File: config.mk
export PLATFORM = sky130hd
export DESIGN_NAME = postfix_eval
export DESIGN_NICKNAME = d
export VERILOG_FILES = /design/src/rtl/pe_pkg.sv /design/src/rtl/pe_stack.sv /design/src/rtl/pe_alu.sv /design/src/rtl/postfix_eval.sv
export SDC_FILE = /design/constraint.sdc
export NUM_CORES = 2
export LEC_CHECK = 0
export BUFFER_PORTS_ARGS = -buffer_cell sky130_fd_sc_hd__buf_2
export CAP_MARGIN = 15
export CORE_UTILIZATION = 35
export DETAILED_ROUTE_END_ITERATION = 6
export PLACE_DENSITY = 0.55
export SLEW_MARGIN = 20
export SYNTH_ARGS = -nofsm -noshare
export SYNTH_HDL_FRONTEND = slang
export SYNTH_SLANG_ARGS = --single-unit
File: constraint.sdc
create_clock -name clk_i -period 13.69 [get_ports clk_i]
set_input_delay 1.369 -clock clk_i [delete_from_list [all_inputs] [get_ports clk_i]]
set_output_delay 1.369 -clock clk_i [all_outputs]
set_load 0.05 [all_outputs]
File: src/rtl/pe_pkg.sv
package pe_pkg;
  typedef enum logic [2:0] {
    ALU_ADD = 3'b000,
    ALU_SUB = 3'b001,
    ALU_MUL = 3'b010,
    ALU_POW = 3'b011
  } alu_sel_e;

  typedef enum logic [1:0] {S_IDLE, S_RUN, S_CALC, S_DONE} ctl_state_e;

  localparam logic [7:0] TERM_BYTE = 8'hFF;
  localparam logic [7:0] OPR_FIRST = 8'h80;
  localparam logic [7:0] OPR_LAST  = 8'h83;
endpackage

File: src/rtl/pe_stack.sv
module pe_stack #(
  parameter  int DEPTH = 16,
  parameter  int WIDTH = 32,
  localparam int CW    = $clog2(DEPTH + 1),
  localparam int IW    = $clog2(DEPTH)
) (
  input  logic             clk_i,
  input  logic             rst_ni,
  input  logic             clear_i,
  input  logic             push_i,
  input  logic             pop2_i,
  input  logic [WIDTH-1:0] wdata_i,
  output logic [WIDTH-1:0] top_o,
  output logic [WIDTH-1:0] second_o,
  output logic [CW-1:0]    count_o,
  output logic             full_o
);
  logic [WIDTH-1:0] ent_q [DEPTH];
  logic [CW-1:0]    cnt_q;
  logic [CW-1:0]    idx1, idx2;

  assign idx1 = cnt_q - CW'(1);
  assign idx2 = cnt_q - CW'(2);

  always_ff @(posedge clk_i or negedge rst_ni) begin
    if (!rst_ni) begin
      cnt_q <= '0;
      for (int i = 0; i < DEPTH; i++) ent_q[i] <= '0;
    end else if (clear_i) begin
      cnt_q <= '0;
    end else if (push_i && cnt_q < CW'(DEPTH)) begin
      ent_q[cnt_q[IW-1:0]] <= wdata_i;
      cnt_q <= cnt_q + CW'(1);
    end else if (pop2_i && cnt_q >= CW'(2)) begin
      cnt_q <= cnt_q - CW'(2);
    end
  end

  assign top_o    = (cnt_q >= CW'(1)) ? ent_q[idx1[IW-1:0]] : '0;
  assign second_o = (cnt_q >= CW'(2)) ? ent_q[idx2[IW-1:0]] : '0;
  assign count_o  = cnt_q;
  assign full_o   = (cnt_q == CW'(DEPTH));
endmodule

File: src/rtl/pe_alu.sv
module pe_alu
  import pe_pkg::*;
#(
  parameter int WIDTH = 32
) (
  input  logic             clk_i,
  input  logic             rst_ni,
  input  logic             start_i,
  input  alu_sel_e         sel_i,
  input  logic [WIDTH-1:0] a_i,
  input  logic [WIDTH-1:0] b_i,
  output logic [WIDTH-1:0] y_o,
  output logic             valid_o,
  output logic             uflow_o
);
  logic             busy_q;
  logic [WIDTH-1:0] acc_q, base_q, cnt_q;

  always_ff @(posedge clk_i or negedge rst_ni) begin
    if (!rst_ni) begin
      y_o     <= '0;
      valid_o <= 1'b0;
      uflow_o <= 1'b0;
      busy_q  <= 1'b0;
      acc_q   <= '0;
      base_q  <= '0;
      cnt_q   <= '0;
    end else begin
      valid_o <= 1'b0;
      uflow_o <= 1'b0;
      if (start_i) begin
        busy_q <= 1'b0;
        unique case (sel_i)
          ALU_ADD: begin y_o <= a_i + b_i; valid_o <= 1'b1; end
          ALU_SUB: begin
            y_o     <= a_i - b_i;
            uflow_o <= (a_i < b_i);
            valid_o <= 1'b1;
          end
          ALU_MUL: begin y_o <= a_i * b_i; valid_o <= 1'b1; end
          default: begin
            acc_q  <= WIDTH'(1);
            base_q <= a_i;
            cnt_q  <= b_i;
            busy_q <= 1'b1;
          end
        endcase
      end else if (busy_q) begin
        // one multiply per cycle until the exponent is spent
        if (cnt_q == '0) begin
          y_o     <= acc_q;
          valid_o <= 1'b1;
          busy_q  <= 1'b0;
        end else begin
          acc_q <= acc_q * base_q;
          cnt_q <= cnt_q - WIDTH'(1);
        end
      end
    end
  end
endmodule

File: src/rtl/postfix_eval.sv
module postfix_eval
  import pe_pkg::*;
#(
  parameter  int DEPTH = 16,
  parameter  int WIDTH = 32,
  localparam int CW    = $clog2(DEPTH + 1)
) (
  input  logic             clk_i,
  input  logic             rst_ni,
  input  logic             start_i,
  input  logic [7:0]       byte_i,
  input  logic             byte_valid_i,
  output logic [WIDTH-1:0] result_o,
  output logic             result_valid_o,
  output logic             error_o,
  output logic             underflow_o
);
  ctl_state_e       state_q;
  logic [WIDTH-1:0] top, second, alu_y, wdata;
  logic [CW-1:0]    count;
  logic             full, alu_valid, alu_uflow;
  logic             accept, is_opd, is_opr, is_term;
  logic             do_push, do_op;

  assign is_opd  = ~byte_i[7];
  assign is_opr  = (byte_i >= OPR_FIRST) && (byte_i <= OPR_LAST);
  assign is_term = (byte_i == TERM_BYTE);
  assign accept  = byte_valid_i && (state_q == S_RUN) && !start_i;
  assign do_op   = accept && is_opr && (count >= CW'(2));
  assign do_push = (accept && is_opd && !full) ||
                   (state_q == S_CALC && alu_valid && !start_i);
  assign wdata   = (state_q == S_CALC) ? alu_y : {{(WIDTH-8){1'b0}}, byte_i};

  pe_stack #(.DEPTH(DEPTH), .WIDTH(WIDTH)) u_stack (
    .clk_i    (clk_i),
    .rst_ni   (rst_ni),
    .clear_i  (start_i),
    .push_i   (do_push),
    .pop2_i   (do_op),
    .wdata_i  (wdata),
    .top_o    (top),
    .second_o (second),
    .count_o  (count),
    .full_o   (full)
  );

  pe_alu #(.WIDTH(WIDTH)) u_alu (
    .clk_i   (clk_i),
    .rst_ni  (rst_ni),
    .start_i (do_op),
    .sel_i   (alu_sel_e'(byte_i[2:0])),
    .a_i     (second),
    .b_i     (top),
    .y_o     (alu_y),
    .valid_o (alu_valid),
    .uflow_o (alu_uflow)
  );

  always_ff @(posedge clk_i or negedge rst_ni) begin
    if (!rst_ni) begin
      state_q        <= S_IDLE;
      result_o       <= '0;
      result_valid_o <= 1'b0;
      error_o        <= 1'b0;
      underflow_o    <= 1'b0;
    end else if (start_i) begin
      state_q        <= S_RUN;
      result_o       <= '0;
      result_valid_o <= 1'b0;
      error_o        <= 1'b0;
      underflow_o    <= 1'b0;
    end else begin
      result_valid_o <= 1'b0;
      unique case (state_q)
        S_RUN: if (accept) begin
          if (is_opd && full) error_o <= 1'b1;
          if (is_opr && count < CW'(2)) error_o <= 1'b1;
          if (do_op) state_q <= S_CALC;
          if (is_term) begin
            if (count == CW'(1) && !error_o) begin
              result_o       <= top;
              result_valid_o <= 1'b1;
            end else begin
              error_o <= 1'b1;
            end
            state_q <= S_DONE;
          end
        end
        S_CALC: if (alu_valid) begin
          if (alu_uflow) underflow_o <= 1'b1;
          state_q <= S_RUN;
        end
        default: ;
      endcase
    end
  end
endmodule

Word-level counts from Yosys, hierarchy flattened
Cells that the tools add are included.
- bits in registers: 685
- input bits: 12
- output and inout bits: 35
- logic and storage cells: 172
- add/sub/neg operators: 6
- $mul: 2
- order comparisons: 11
- equality and inequality tests: 13
- multiplexer cells: 64
- bitwise operators: 6
- reduce and logical (&&, ||, !) cells: 41
- operator list (kind ; count):
    $mux W32 ; 24
    $bwmux W512 ; 1
    $bmux W32 S4 ; 2
    $demux W32 S4 ; 1
    $pmux W32 S3 ; 1
    $mul A32 B32 Y32 ; 2
    $add A32 B32 Y32 ; 1
    $logic_not A32 Y1 ; 1
    $lt A32 B32 Y1 ; 1
    $sub A32 B1 Y32 const B ; 1
    $sub A32 B32 Y32 ; 1
    $mux W1 ; 26
    $reduce_bool A2 Y1 ; 9
    $ge A5 B5 Y1 const B ; 3
    $logic_and A1 B1 Y1 ; 15
    $mux W5 ; 3
    $not A4 Y5 ; 3
    $mux W2 ; 5
    $reduce_and A3 Y1 ; 3
    $eq A8 B8 Y1 const B ; 1
    $ge A8 B8 Y1 const B ; 1
    $le A8 B8 Y1 const B ; 1
    $reduce_and A4 Y1 ; 2
    $reduce_and A2 Y1 ; 3
    26 further kinds ; 32

Longest topological paths before layout
- depth in word-level cells: 11
- depth in mapped cells: 46
- gate-level depth less buffers: 36

Hierarchy
A second synthesis with hierarchy kept.
- cell total of the unflattened synthesis: 6661
- area, all modules: 70243.6 um^2
- by module, submodules not included (module ; instances ; cells an instance ; area each (um^2) ; sequential area each (um^2)):
    pe_alu ; 1 ; 4797 ; 40958.0 ; 3278.1
    pe_stack ; 1 ; 1721 ; 27536.4 ; 12937.4
    postfix_eval ; 1 ; 143 ; 1749.2 ; 925.9

Least setup slack after synthesis
OpenSTA, ideal clock, no wires.
- kind: register -> register
- start: reg u_stack.cnt_q[1] (netlist: u_stack.count_o[1])
- end: reg u_alu.y_o[30]
- setup time: 0.124 ns
- data arrival time: 10.260 ns
- required time: 13.566 ns
- slack: 3.305 ns
- cell stages (with the launch flop): 42
- path buffers: 11
- period minus slack after synthesis: 10.385 ns
- cells stage by stage: dfrtp_1 buf_2 buf_2 buf_2 buf_2 buf_2 inv_1 ha_1 buf_4 buf_2 buf_2 buf_2 mux4_2 mux2i_1 o22ai_1 clkbuf_1 inv_1 clkbuf_1 [... 6 more ...] inv_1 fa_1 inv_1 fa_1 inv_1 fa_1 fa_1 ha_1 a21o_1 a21o_1 a21o_1 or4_1 a31oi_1 o31a_1 o21ai_0 xor2_1 a21oi_1 a21oi_1
- word-level cells in the longest chain between the ends: 9
- elaborated cells between the ends (all ways): 24
- classes of those cells: add/sub: 4; mul: 1; order compare: 2; eq/ne: 1; mux: 10; bitwise: 2; reduce/logical: 4
- RTL lines (what ; RTL line ; RTL):
    start, declared ; pe_stack.sv:19 ; logic [CW-1:0] cnt_q;
    start signal, assigned ; pe_stack.sv:33 ; cnt_q <= cnt_q + CW'(1);
    start signal, assigned ; pe_stack.sv:35 ; cnt_q <= cnt_q - CW'(2);
    $sub A5 B2 Y5 or $sub A4 B1 Y4 (tied branches) ; pe_stack.sv:23, pe_stack.sv:22 ;
    $not A4 Y5 (on tied branches) ; pe_stack.sv:40, pe_stack.sv:39 ;
    $bmux W32 S4 (on tied branches) ; pe_stack.sv:40, pe_stack.sv:39 ;
    $mux W32 (on tied branches) (3 in a row) ; pe_stack.sv:40, pe_stack.sv:39 ;
    $mul A32 B32 Y32 (tied with other cells) ; pe_alu.sv:40 ; ALU_MUL: begin y_o <= a_i * b_i; valid_o <= 1'b1; end
    $pmux W32 S3 ; pe_alu.sv:33 ; unique case (sel_i)
    $mux W32 ; pe_alu.sv:31 ; if (start_i) begin
    end signal, assigned ; pe_alu.sv:36 ; y_o <= a_i - b_i;
    end signal, assigned ; pe_alu.sv:51 ; y_o <= acc_q;
    end, declared ; pe_alu.sv:12 ; output logic [WIDTH-1:0] y_o,
Several ways; a longest one is shown, not always the timed one. The select of a mux whose other input is x is not followed.
A chain may end at the register's enable or synchronous reset.

Worst setup path after layout
- start: reg u_stack.cnt_q[2] (netlist: u_stack.count_o[2])
- end: reg u_alu.y_o[30]
- word-level cells in the longest chain between the ends: 9
- elaborated cells between the ends (all ways): 24
- classes of those cells: add/sub: 4; mul: 1; order compare: 2; eq/ne: 1; mux: 10; bitwise: 2; reduce/logical: 4
- RTL lines (what ; RTL line ; RTL):
    $sub A5 B2 Y5 ; pe_stack.sv:23 ; assign idx2 = cnt_q - CW'(2);
    $not A4 Y5 (implied by the code) ; pe_stack.sv:40 ; assign second_o = (cnt_q >= CW'(2)) ? ent_q[idx2[IW-1:0]] : '0;
    $bmux W32 S4 ; pe_stack.sv:40 ;
    $mux W32 (implied by the code) (2 in a row) ; pe_stack.sv:40 ;
    $mux W32 * ; pe_stack.sv:40 ;
    via second[12] ; postfix_eval.sv:19 ; logic [WIDTH-1:0] top, second, alu_y, wdata;
    $mul A32 B32 Y32 (tied with other cells) ; pe_alu.sv:40 ;
    $pmux W32 S3 * ; pe_alu.sv:33 ;
    $mux W32 * ; pe_alu.sv:31 ;
The timed path passes the listed nets; every way through them passes the cells marked *. The select of a mux whose other input is x is not followed.

==> out/qor.yml <==
drive_gt1_share_pct: 9.81
timing.final.crit_period_ps: 11410
port_buffers: 46
antenna_found_initial: 11
crit_type: "reg -> reg"
synth-seq-cells: 685
wl_um: 235000
h-tree-depth: 3
dieArea_mm2: 0.197
power_density_mw_per_mm2: 69.5
setup_tns_ps: 0
fin_worst_skew_ps: 67.0
grt_pass1_vias: 54500
hp-class: "reg -> reg"
drt_first_iter_violations: 4393
cts_made_buffers: 82
area_delta_synth_final_pct: 8.18
crit_path_end_kind: "flip-flop"
die_w_um: 444
cts_setup_buffers: 0
yosysWarnings: 0
maxCapViolCount: 0
required_ps: 14290
postSynthCellCount: 7227
drtPass1Iterations: 6
p_leak_nw: 34.0
crit_fanout: 15
hpwl_um: 168000
relSlewSlack_pct: 26.6
gp_congestion: 0.996
ant_nets: 0
post-route-util_pct: 38.2
fin_crit_sh_pct: 83.3
max_stage_delay_ps: 850
fmax_ghz: 0.0877
placementRows: 161
power.total_w: 0.00513
start_util_pct: 35.3
nNetsFinal: 8178
cpMostUsedCell: "fa_1"
diodes: 0
fillers: 19300
clockBufferDepth: 3
ir_worst_vdd_mv: 0.0815
drc: 0
ys_seq_area_share_pct: 25.1
clk_root_buffer_cell: "clkbuf_16"
worst_slew_pin_slew_ps: 1100
cts_tree: "done"
synth_area_mm2: 0.0682
grt_pass1_wl_um: 357000
fp.coreArea_mm2: 0.193
grt_setup_unrepaired: "no"
outcome: "complete, no violations"
setup_viol_count_final: 0
fp.dieH_um: 444
cts.repair.resized: 0
syn_nets: 8377
worstPathArrival_ps: 12000
syn_area_per_cell_um2: 9.44
synth-edff-count: 0
synth.distinct_cells: 93
via_count: 52400
async_flop_share_pct: 100
viasPerCell: 5.44
crit_path_start_kind: "flip-flop"
overflow: 0
grt_max_degree: 158
slowest_stage: "dfrtp_1"
hold_viol_final: 0
pin_count: 47
drt-wirelength-per-cell_um: 24.4
finalMaxSlewViolations: 0
synth_ff_type: "dfrtp_1"
hold_buffers: 0
track_usage_pct: 24.1
clock_sinks: 685
clkTransAtPathRegs_ps: 70
clock_latency_ps: 730
-- routing by layer --
layer | part of all wire, % | track usage, % | vias up
li1 | - | - | 22800
met5 | 0.0030 | 0 | -
met1 | 42 | 32.3 | 27200
met2 | 47 | 39.6 | 1907
met4 | 4.5 | 9.24 | 2
met3 | 6.6 | 3.47 | 457
-- per-stage QoR --
stage	setup WS [ps]	area (um2)	hold slack, ps	std cells
5_1_grt	1900	73800	502	9618
2_1_floorplan	3310	68200	447	7227
3_5_place_dp	2400	70900	472	9470
6_report	2280	73800	480	9618
3_3_place_gp	2470	70900	462	9470
4_1_cts	2370	73800	484	9618
-- Yosys cell counts, drive strengths merged, types with 90 or more instances --
master / number / area, um2
buf: 115 / 788
and2: 168 / 1060
clkbuf: 365 / 1380
a21oi: 160 / 801
fa: 818 / 16400
mux2i: 90 / 901
nor2: 395 / 1490
xnor2: 136 / 1210
dfrtp: 685 / 17100
mux4: 278 / 6280
nand2: 1394 / 5260
ha: 320 / 4000
o21ai: 673 / 3370
inv: 1055 / 3960
-- final cells by class --
type	instances	area [um2]	share of cell area, %
Timing Repair Buffer	197	1430	1.93
Clock buffer	113	2310	3.13
Tap cell	2526	3160	4.28
Inverter	1063	3990	5.40
Multi-Input combinational cell	4999	45200	61.2
Clock inverter	35	601	0.814
Sequential cell	685	17200	23.2
-- sequential cells by signal, summed over array words and instances (netlist names), 2 cells and up --
name,count
u_stack.ent_q,512
u_alu.cnt_q,32
u_alu.acc_q,32
u_stack.count_o,5
state_q,2
u_alu.base_q,32
u_alu.y_o,32
result_o,32
-- kinds of logic (layout without fill, tap and decap cells) --
group | after synthesis | in the layout | share of synthesized area [%]
compound gates | 1144 | 1144 | 9.78
xor+xnor | 180 | 180 | 2.39
fa+ha+maj | 1138 | 1138 | 29.9
buf+inv | 1543 | 1408 | 9.02
flops | 685 | 685 | 25.1
mux | 370 | 370 | 10.6
simple gates | 2167 | 2167 | 13.3
-- path summary, 6_finish.rpt --
check,start,end,slack (ps),cells past startpoint
min in group asynchronous,rst_ni,u_stack.ent_q[477]$_DFFE_PN0P_,770,1
max in group asynchronous,rst_ni,u_stack.count_o[1]$_DFFE_PN0P_,10570,3
setup / recovery,u_stack.count_o[2]$_DFFE_PN0P_,u_alu.y_o[30]$_DFFE_PN0P_,2280,28
hold reg to reg,u_alu.base_q[2]$_DFFE_PN0P_,u_alu.base_q[2]$_DFFE_PN0P_,480,2
setup reg to reg,u_stack.count_o[2]$_DFFE_PN0P_,u_alu.y_o[30]$_DFFE_PN0P_,2280,28
hold / removal,u_alu.base_q[2]$_DFFE_PN0P_,u_alu.base_q[2]$_DFFE_PN0P_,480,2
-- critical path, delay by kind of cell, from the launching register on --
family / cells / cell delay [ps]
AO/OA/AOI/OAI: 7 / 1340
XOR/XNOR: 2 / 870
adder cells (fa/ha/maj): 11 / 5250
buffers and inverters: 5 / 1320
flip-flops: 1 / 850
multiplexers: 1 / 580
AND/OR/NAND/NOR: 2 / 1070
-- layout by cell type (no fill, tap or decap), types with 39 or more instances in the layout --
cell	n
nand2_1	1374
inv_1	1041
fa_1	818
dfrtp_1	681
o21ai_0	673
nor2_1	391
ha_1	319
mux4_2	273
and2_1	166
a21oi_1	160
buf_4	146
xnor2_1	134
mux2i_1	87
clkbuf_16	82
nand3_1	53
buf_2	45
xor2_1	40
a21o_1	39
-- where the power goes --
| group | internal (W) | switching [W] |
|---|---|---|
| registers | 0.00208 | 0.0000586 |
| clock network | 0.00140 | 0.000973 |
| logic | 0.000214 | 0.000400 |
(Power assumes the default switching activity.)
